### config.mk
export PLATFORM = sky130hd
export DESIGN_NAME = wdog_apb
export DESIGN_NICKNAME = d
export VERILOG_FILES = /design/src/rtl/wdog_pkg.sv /design/src/rtl/wdog_regs.sv /design/src/rtl/wdog_pulse.sv /design/src/rtl/wdog_core.sv /design/src/rtl/wdog_apb.sv
export SDC_FILE = /design/constraint.sdc
export NUM_CORES = 1
export LEC_CHECK = 0
export BUFFER_PORTS_ARGS = -buffer_cell sky130_fd_sc_hd__buf_2
export CAP_MARGIN = 20
export CORE_MARGIN = 4
export CORE_UTILIZATION = 56
export CTS_CLUSTER_SIZE = 30
export DETAILED_ROUTE_END_ITERATION = 7
export PLACE_DENSITY = 0.89
export RECOVER_POWER = 100
export SETUP_SLACK_MARGIN = 0.02
export SYNTH_ARGS = -nofsm -noshare
export SYNTH_HDL_FRONTEND = slang
export SYNTH_HIERARCHICAL = 1
export SYNTH_SLANG_ARGS = --single-unit
### constraint.sdc
create_clock -name clk -period 4.9 [get_ports clk]
set_clock_uncertainty 0.05 [all_clocks]
set_input_delay 0.98 -clock clk [delete_from_list [all_inputs] [get_ports clk]]
set_output_delay 0.98 -clock clk [all_outputs]
set_load 0.05 [all_outputs]
### src/rtl/wdog_pkg.sv
package wdog_pkg;

  localparam logic [7:0] KICK_KEY = 8'h76;

  localparam int OFS_CTRL = 'h00;
  localparam int OFS_TMO  = 'h04;
  localparam int OFS_CNT  = 'h08;
  localparam int OFS_KICK = 'h0C;
  localparam int OFS_STAT = 'h10;
  localparam int OFS_ICLR = 'h14;

  // control word, bit 0 = enable, bit 1 = two-stage, bits 4:2 = pulse code
  typedef struct packed {
    logic [2:0] pw;
    logic       mode;
    logic       en;
  } ctrl_t;

  // timeout word, bits 7:4 = first-load selector, bits 3:0 = reload selector
  typedef struct packed {
    logic [3:0] first;
    logic [3:0] run;
  } tmo_t;

  function automatic logic [63:0] period_m1(input int unsigned base, input logic [3:0] sel);
    return (64'd1 << (base + 32'(sel))) - 64'd1;
  endfunction

endpackage

### src/rtl/wdog_regs.sv
module wdog_regs
  import wdog_pkg::*;
#(
  parameter int ADDR_W = 12,
  parameter int CNT_W  = 32
) (
  input  logic              clk,
  input  logic              rst_n,
  input  logic              psel,
  input  logic              penable,
  input  logic              pwrite,
  input  logic [ADDR_W-1:0] paddr,
  input  logic [31:0]       pwdata,
  output logic [31:0]       prdata,
  input  logic [CNT_W-1:0]  cnt,
  input  logic              irq_vis,
  output ctrl_t             ctrl,
  output tmo_t              tmo,
  output logic              en_rise,
  output logic              kick_req,
  output logic              irq_clr
);

  logic wr, rd;
  logic hit_ctrl, hit_tmo, hit_cnt, hit_kick, hit_stat, hit_iclr;
  logic [31:0] cnt32;
  logic unused_wdata;

  assign wr = psel & penable & pwrite;
  assign rd = psel & penable & ~pwrite;

  assign hit_ctrl = (paddr == ADDR_W'(OFS_CTRL));
  assign hit_tmo  = (paddr == ADDR_W'(OFS_TMO));
  assign hit_cnt  = (paddr == ADDR_W'(OFS_CNT));
  assign hit_kick = (paddr == ADDR_W'(OFS_KICK));
  assign hit_stat = (paddr == ADDR_W'(OFS_STAT));
  assign hit_iclr = (paddr == ADDR_W'(OFS_ICLR));

  assign unused_wdata = ^pwdata[31:8];

  assign en_rise  = wr & hit_ctrl & pwdata[0] & ~ctrl.en;
  assign kick_req = wr & hit_kick & (pwdata[7:0] == KICK_KEY);
  assign irq_clr  = rd & hit_iclr;

  always_ff @(posedge clk) begin
    if (!rst_n) begin
      ctrl <= '0;
      tmo  <= '0;
    end else if (wr) begin
      if (hit_ctrl) ctrl <= ctrl_t'(pwdata[4:0]);
      if (hit_tmo)  tmo  <= tmo_t'(pwdata[7:0]);
    end
  end

  always_comb begin
    cnt32 = '0;
    cnt32[CNT_W-1:0] = cnt;
  end

  always_comb begin
    prdata = '0;
    if (psel && !pwrite) begin
      if (hit_ctrl) prdata[4:0] = ctrl;
      if (hit_tmo)  prdata[7:0] = tmo;
      if (hit_cnt)  prdata      = cnt32;
      if (hit_stat) prdata[0]   = irq_vis;
    end
  end

  // a control write is visible on the next clock
  a_r10_ctrl_wr: assert property (@(posedge clk) disable iff (!rst_n)
    (wr && hit_ctrl) |=> (ctrl == $past(pwdata[4:0])));

endmodule

### src/rtl/wdog_pulse.sv
module wdog_pulse #(
  parameter int PW_W = 3
) (
  input  logic            clk,
  input  logic            rst_n,
  input  logic            en,
  input  logic            fire,
  input  logic [PW_W-1:0] code,
  output logic            busy,
  output logic            done
);

  localparam int REM_W = 1 << PW_W;

  logic [REM_W-1:0] rem;
  logic [REM_W:0]   len;
  logic [REM_W-1:0] len_m1;

  assign len    = ({{REM_W{1'b0}}, 1'b1}) << ({1'b0, code} + 1'b1);
  assign len_m1 = REM_W'(len - 1'b1);
  assign done   = busy & (rem == '0);

  always_ff @(posedge clk) begin
    if (!rst_n) begin
      busy <= 1'b0;
      rem  <= '0;
    end else if (!en) begin
      busy <= 1'b0;
      rem  <= '0;
    end else if (fire && !busy) begin
      busy <= 1'b1;
      rem  <= len_m1;
    end else if (busy) begin
      if (rem == '0) busy <= 1'b0;
      else           rem  <= rem - 1'b1;
    end
  end

  // the pulse begins right after a fire request and stops after its last cycle
  a_r5_start: assert property (@(posedge clk) disable iff (!rst_n)
    (fire && en && !busy) |=> busy);
  a_r5_end: assert property (@(posedge clk) disable iff (!rst_n)
    done |=> !busy);

endmodule

### src/rtl/wdog_core.sv
module wdog_core
  import wdog_pkg::*;
#(
  parameter int CNT_W    = 32,
  parameter int BASE_EXP = 16
) (
  input  logic             clk,
  input  logic             rst_n,
  input  ctrl_t            ctrl,
  input  tmo_t             tmo,
  input  logic             en_rise,
  input  logic             kick_req,
  input  logic             irq_clr,
  input  logic             busy,
  input  logic             done,
  output logic [CNT_W-1:0] cnt,
  output logic             irq,
  output logic             fire
);

  logic [CNT_W-1:0] first_ld, run_ld;
  logic zero, kick_ok, expire, set_irq;

  assign first_ld = CNT_W'(period_m1(BASE_EXP, tmo.first));
  assign run_ld   = CNT_W'(period_m1(BASE_EXP, tmo.run));

  assign zero    = (cnt == '0);
  assign kick_ok = ctrl.en & ~busy & kick_req;
  assign expire  = ctrl.en & ~busy & ~kick_req & zero;
  assign set_irq = expire & ctrl.mode & ~irq;
  assign fire    = expire & ~set_irq;

  always_ff @(posedge clk) begin
    if (!rst_n) begin
      cnt <= '0;
    end else if (en_rise) begin
      cnt <= first_ld;
    end else if (ctrl.en) begin
      if (busy) begin
        if (done) cnt <= run_ld;
      end else if (kick_ok) begin
        cnt <= run_ld;
      end else if (zero) begin
        if (set_irq) cnt <= run_ld;
      end else begin
        cnt <= cnt - 1'b1;
      end
    end
  end

  always_ff @(posedge clk) begin
    if (!rst_n)                irq <= 1'b0;
    else if (!ctrl.en)         irq <= 1'b0;
    else if (set_irq)          irq <= 1'b1;
    else if (kick_ok || irq_clr) irq <= 1'b0;
  end

  // an enabled idle counter steps down by one
  a_r2_step: assert property (@(posedge clk) disable iff (!rst_n)
    (ctrl.en && !busy && !kick_req && !zero) |=> (cnt == $past(cnt) - 1'b1));
  // a disabled counter does not move
  a_r3_hold: assert property (@(posedge clk) disable iff (!rst_n)
    (!ctrl.en && !en_rise) |=> $stable(cnt));
  // in two-stage mode a reset is only requested with the interrupt pending
  a_r6_irq_first: assert property (@(posedge clk) disable iff (!rst_n)
    (fire && ctrl.mode) |-> irq);
  // an accepted key reloads and clears
  a_r7_kick: assert property (@(posedge clk) disable iff (!rst_n)
    kick_ok |=> (cnt == $past(run_ld) && !irq));
  // the count is frozen while the pulse runs
  a_r8_frozen: assert property (@(posedge clk) disable iff (!rst_n)
    (busy && !done && ctrl.en) |=> $stable(cnt));

endmodule

### src/rtl/wdog_apb.sv
module wdog_apb
  import wdog_pkg::*;
#(
  parameter int ADDR_W   = 12,
  parameter int CNT_W    = 32,
  parameter int BASE_EXP = 16
) (
  input  logic              clk,
  input  logic              rst_n,
  input  logic              psel,
  input  logic              penable,
  input  logic              pwrite,
  input  logic [ADDR_W-1:0] paddr,
  input  logic [31:0]       pwdata,
  output logic [31:0]       prdata,
  output logic              pready,
  output logic              irq_o,
  output logic              wdt_rst_o
);

  localparam int PW_W = 3;

  ctrl_t            ctrl;
  tmo_t             tmo;
  logic             en_rise, kick_req, irq_clr;
  logic [CNT_W-1:0] cnt;
  logic             irq, fire, busy, done;

  assign pready    = 1'b1;
  assign irq_o     = irq & ctrl.en;
  assign wdt_rst_o = busy & ctrl.en;

  wdog_regs #(.ADDR_W(ADDR_W), .CNT_W(CNT_W)) u_regs (
    .clk(clk), .rst_n(rst_n), .psel(psel), .penable(penable), .pwrite(pwrite),
    .paddr(paddr), .pwdata(pwdata), .prdata(prdata), .cnt(cnt), .irq_vis(irq_o),
    .ctrl(ctrl), .tmo(tmo), .en_rise(en_rise), .kick_req(kick_req), .irq_clr(irq_clr)
  );

  wdog_core #(.CNT_W(CNT_W), .BASE_EXP(BASE_EXP)) u_core (
    .clk(clk), .rst_n(rst_n), .ctrl(ctrl), .tmo(tmo), .en_rise(en_rise),
    .kick_req(kick_req), .irq_clr(irq_clr), .busy(busy), .done(done),
    .cnt(cnt), .irq(irq), .fire(fire)
  );

  wdog_pulse #(.PW_W(PW_W)) u_pulse (
    .clk(clk), .rst_n(rst_n), .en(ctrl.en), .fire(fire), .code(ctrl.pw),
    .busy(busy), .done(done)
  );

  // the reset output only rises on an expiry request
  a_r4_rst_from_fire: assert property (@(posedge clk) disable iff (!rst_n)
    $rose(wdt_rst_o) |-> $past(fire));

endmodule

==> results.py <==
metrics = {
    "timing": {
        "hold-worst-slack_ns": 0.444,
        "setup_viol_count_final": 0,
        "hold_violations": 0,
        "fmax_mhz": 229,
        "period_share_pct": 89.1,
        "worst_slew_pin_slew_ns": 1.08,
        "fin_setup_tns_ns": 0,
        "maxSlewHeadroom_pct": 28.2,
        "period_needed_ns": 4.37,
        "slew_viol_final": 0,
        "rsz0062_at_grt": "false",
    },
    "clock_tree": {
        "numCtsBuffers": 5,
        "ctsHoldBuffers": 0,
        "clock_path_buffers": 2,
        "path_clk_slew_ns": 0.11,
        "postCtsSetupRepairBufs": 0,
        "root_buffer": "clkbuf_8",
        "htreeDepth": 2,
        "clock-sinks": 55,
        "cts_resized": 0,
        "cts_tree": "done",
        "clk_latency_ns": 0.32,
    },
    "final_layout": {
        "area_growth_pct": 5.73,
        "n_antenna_cell": 0,
        "multi_input_area_mm2": 0.00284,
        "final_net_count": 633,
        "stdcell_area_mm2": 0.00455,
        "fillers": 691,
        "drive_gt1_share_pct": 15.0,
        "seqCellArea_mm2": 0.00110,
    },
    "worst_setup_path": {
        "crit_chain": "buf_2 > nor4_1 > nand4_1 > nor3_4 > o2bb2ai_1 > clkbuf_1",
        "max_stage_delay_ns": 0.76,
        "worstSetupPathType": "in -> out",
        "crit_slowest_cell": "nor3_4",
        "crit_path_end_kind": "output port",
        "arrival_ns": 3.34,
        "crit_path_max_fanout": 31,
        "critPathLaunchType": "input pin",
        "required_ns": 3.87,
    },
    "grt": {
        "track_usage_pct": 26.7,
        "grt_antenna_before_repair": 0,
        "grt_pass1_vias": 4127,
        "grt_pass1_wl_mm": 19.8,
        "grt_overflow": 0,
        "grt_start_max_net_pins": 38,
    },
    "yosys": {
        "yosys.area.top_type": "dfxtp_1",
        "syn_area_per_cell_um2": 7.80,
        "synthesis.area_mm2": 0.00430,
        "postSynth.asyncResetShare_pct": 0,
        "synth_warnings": 6,
        "syn-instance-count": 552,
        "synthFlopType": "dfxtp_1",
        "synth_edf_count": 0,
        "yosys-top-cells-area": "dfxtp_1 26%, mux2i_1 4.9%, nand2_1 4.8%",
        "yosys.area.top_type_share_pct": 25.6,
        "synth_seq_cells": 55,
        "yosys.cell_types.count": 82,
        "seq_area_frac_synth_pct": 25.6,
        "yosys-top-cells-count": "55 x dfxtp_1, 55 x nand2_1, 36 x nor2_1",
        "syn_nets": 605,
    },
    "placed_design": {
        "dpl_cell_area_mm2": 0.00452,
        "io_buffers": 58,
        "place.gp.congestion": 0.976,
        "hpwl_mm": 8.40,
    },
    "power_and_ir_drop": {
        "p_leak_nw": 1.73,
        "powerDensity_mw_per_mm2": 175,
        "vdd_drop_max_mv": 0.0987,
        "p_total_uw": 796,
    },
    "run_status": {
        "outcome": "finished, final reports clean",
    },
    "die": {
        "core_area_mm2": 0.00737,
        "dieArea_mm2": 0.00915,
        "initial_core_util_pct": 58.4,
        "chipWidth_um": 95.7,
        "dieHeight_um": 95.7,
        "rows": 31,
        "io_pins": 84,
    },
    "routing": {
        "ant_nets": 0,
        "firstDrtPassIters": 7,
        "wl_per_cell_um": 17.7,
        "drt-total-wl_mm": 12.0,
        "drt-initial-drc-count": 426,
        "drcViolationCount": 0,
        "viasPerCell": 6.67,
        "vias": 4535,
    },
    "run": {
        "drv_cap": 0,
    },
    "min_path": {
        "hold_path_class": "reg -> reg",
    },
}
[final cells by class]
type | instances | area share [%]
Multi-Input combinational cell | 442 | 62.4
Sequential cell | 55 | 24.2
Clock buffer | 5 | 1.51
Tap cell | 99 | 2.72
Timing Repair Buffer | 64 | 7.18
Inverter | 12 | 0.990
Clock inverter | 3 | 1.04
[per-stage QoR]
step | worst slack (ns) | cells | utilization (%)
final | 0.532 | 680 | 61.7
after global routing | 0.368 | 680 | 61.7
after CTS | 0.867 | 680 | 62.9
after detailed placement | 0.621 | 672 | 61.3
after global placement | 0.720 | 672 | 61.3
after floorplan | 1.00 | 552 | -
[critical path: cells and delay by family]
kind / cells / cell delay, ns
AND/OR/NAND/NOR: 3 / 1.58
AO/OA/AOI/OAI: 1 / 0.20
buffers and inverters: 2 / 0.58
[power breakdown]
| part | total (mW) | internal, mW | switching [mW] |
|---|---|---|---|
| registers | 0.447 | 0.447 | 0.0000113 |
| logic | 0.0353 | 0.0124 | 0.0229 |
| clock network | 0.314 | 0.155 | 0.159 |
[logic make-up (layout without fill, tap and decap cells)]
| family | after synthesis | after routing | share of synthesized area [%] |
|---|---|---|---|
| buffers and inverters | 55 | 84 | 6.92 |
| AND/OR/NAND/NOR | 253 | 253 | 33.5 |
| multiplexers | 22 | 22 | 5.15 |
| other | 1 | 1 | 0.0871 |
| AO/OA/AOI/OAI | 149 | 149 | 24.9 |
| XOR/XNOR | 13 | 13 | 2.65 |
| adder cells (fa/ha/maj) | 4 | 4 | 1.16 |
| flip-flops | 55 | 55 | 25.6 |
[flip-flops by register name, summed over array words and instances, names as in the netlist]
name,count
u_pulse/busy,1
u_pulse/rem,8
u_regs/tmo,8
u_regs/ctrl,5
u_core/cnt,32
u_core/irq,1
[cells in the final DEF, fill, tap and decap left out, drive strengths merged, types with 4 or more instances in the layout]
cell type / netlist / final
buf: 21 / 59
nand2: 56 / 56
dfxtp: 55 / 55
nor2: 39 / 39
o21ai: 32 / 32
a21oi: 31 / 31
and2: 29 / 29
nor3: 27 / 27
nand3: 22 / 22
mux2i: 21 / 21
nor4: 15 / 15
nand4: 14 / 14
a31oi: 14 / 14
o221a: 14 / 14
inv: 12 / 13
or3: 10 / 10
clkbuf: 22 / 10
nand2b: 8 / 8
o21a: 8 / 8
xor2: 8 / 8
a32oi: 6 / 6
or4: 6 / 6
nand3b: 5 / 5
nor2b: 5 / 5
xnor2: 5 / 5
a211oi: 5 / 5
nor3b: 5 / 5
o2bb2ai: 5 / 5
ha: 4 / 4
or2: 4 / 4
[worst paths after layout]
kind,start,to,slack [ns],depth (start not counted)
worst max-delay path,paddr[9],prdata[3],0.53,6
worst min-delay path,u_regs/ctrl[1],u_regs/ctrl[1],0.44,2
worst max register to register,u_core/cnt[12],u_pulse/rem[6],0.81,13
worst min register to register,u_regs/ctrl[1],u_regs/ctrl[1],0.44,2
[layer usage]
layer / part of all wire [%] / vias up / track usage (%) / wire (µm)
met5: 0 / - / 0 / 0
met3: 8.6 / 26 / 3.47 / 1040
met2: 45 / 232 / 43.3 / 5470
met1: 44 / 2161 / 36.6 / 5270
li1: - / 2116 / - / -
met4: 2.1 / 0 / 9.00 / 254
Note: power is estimated with default switching activity, not from simulation.
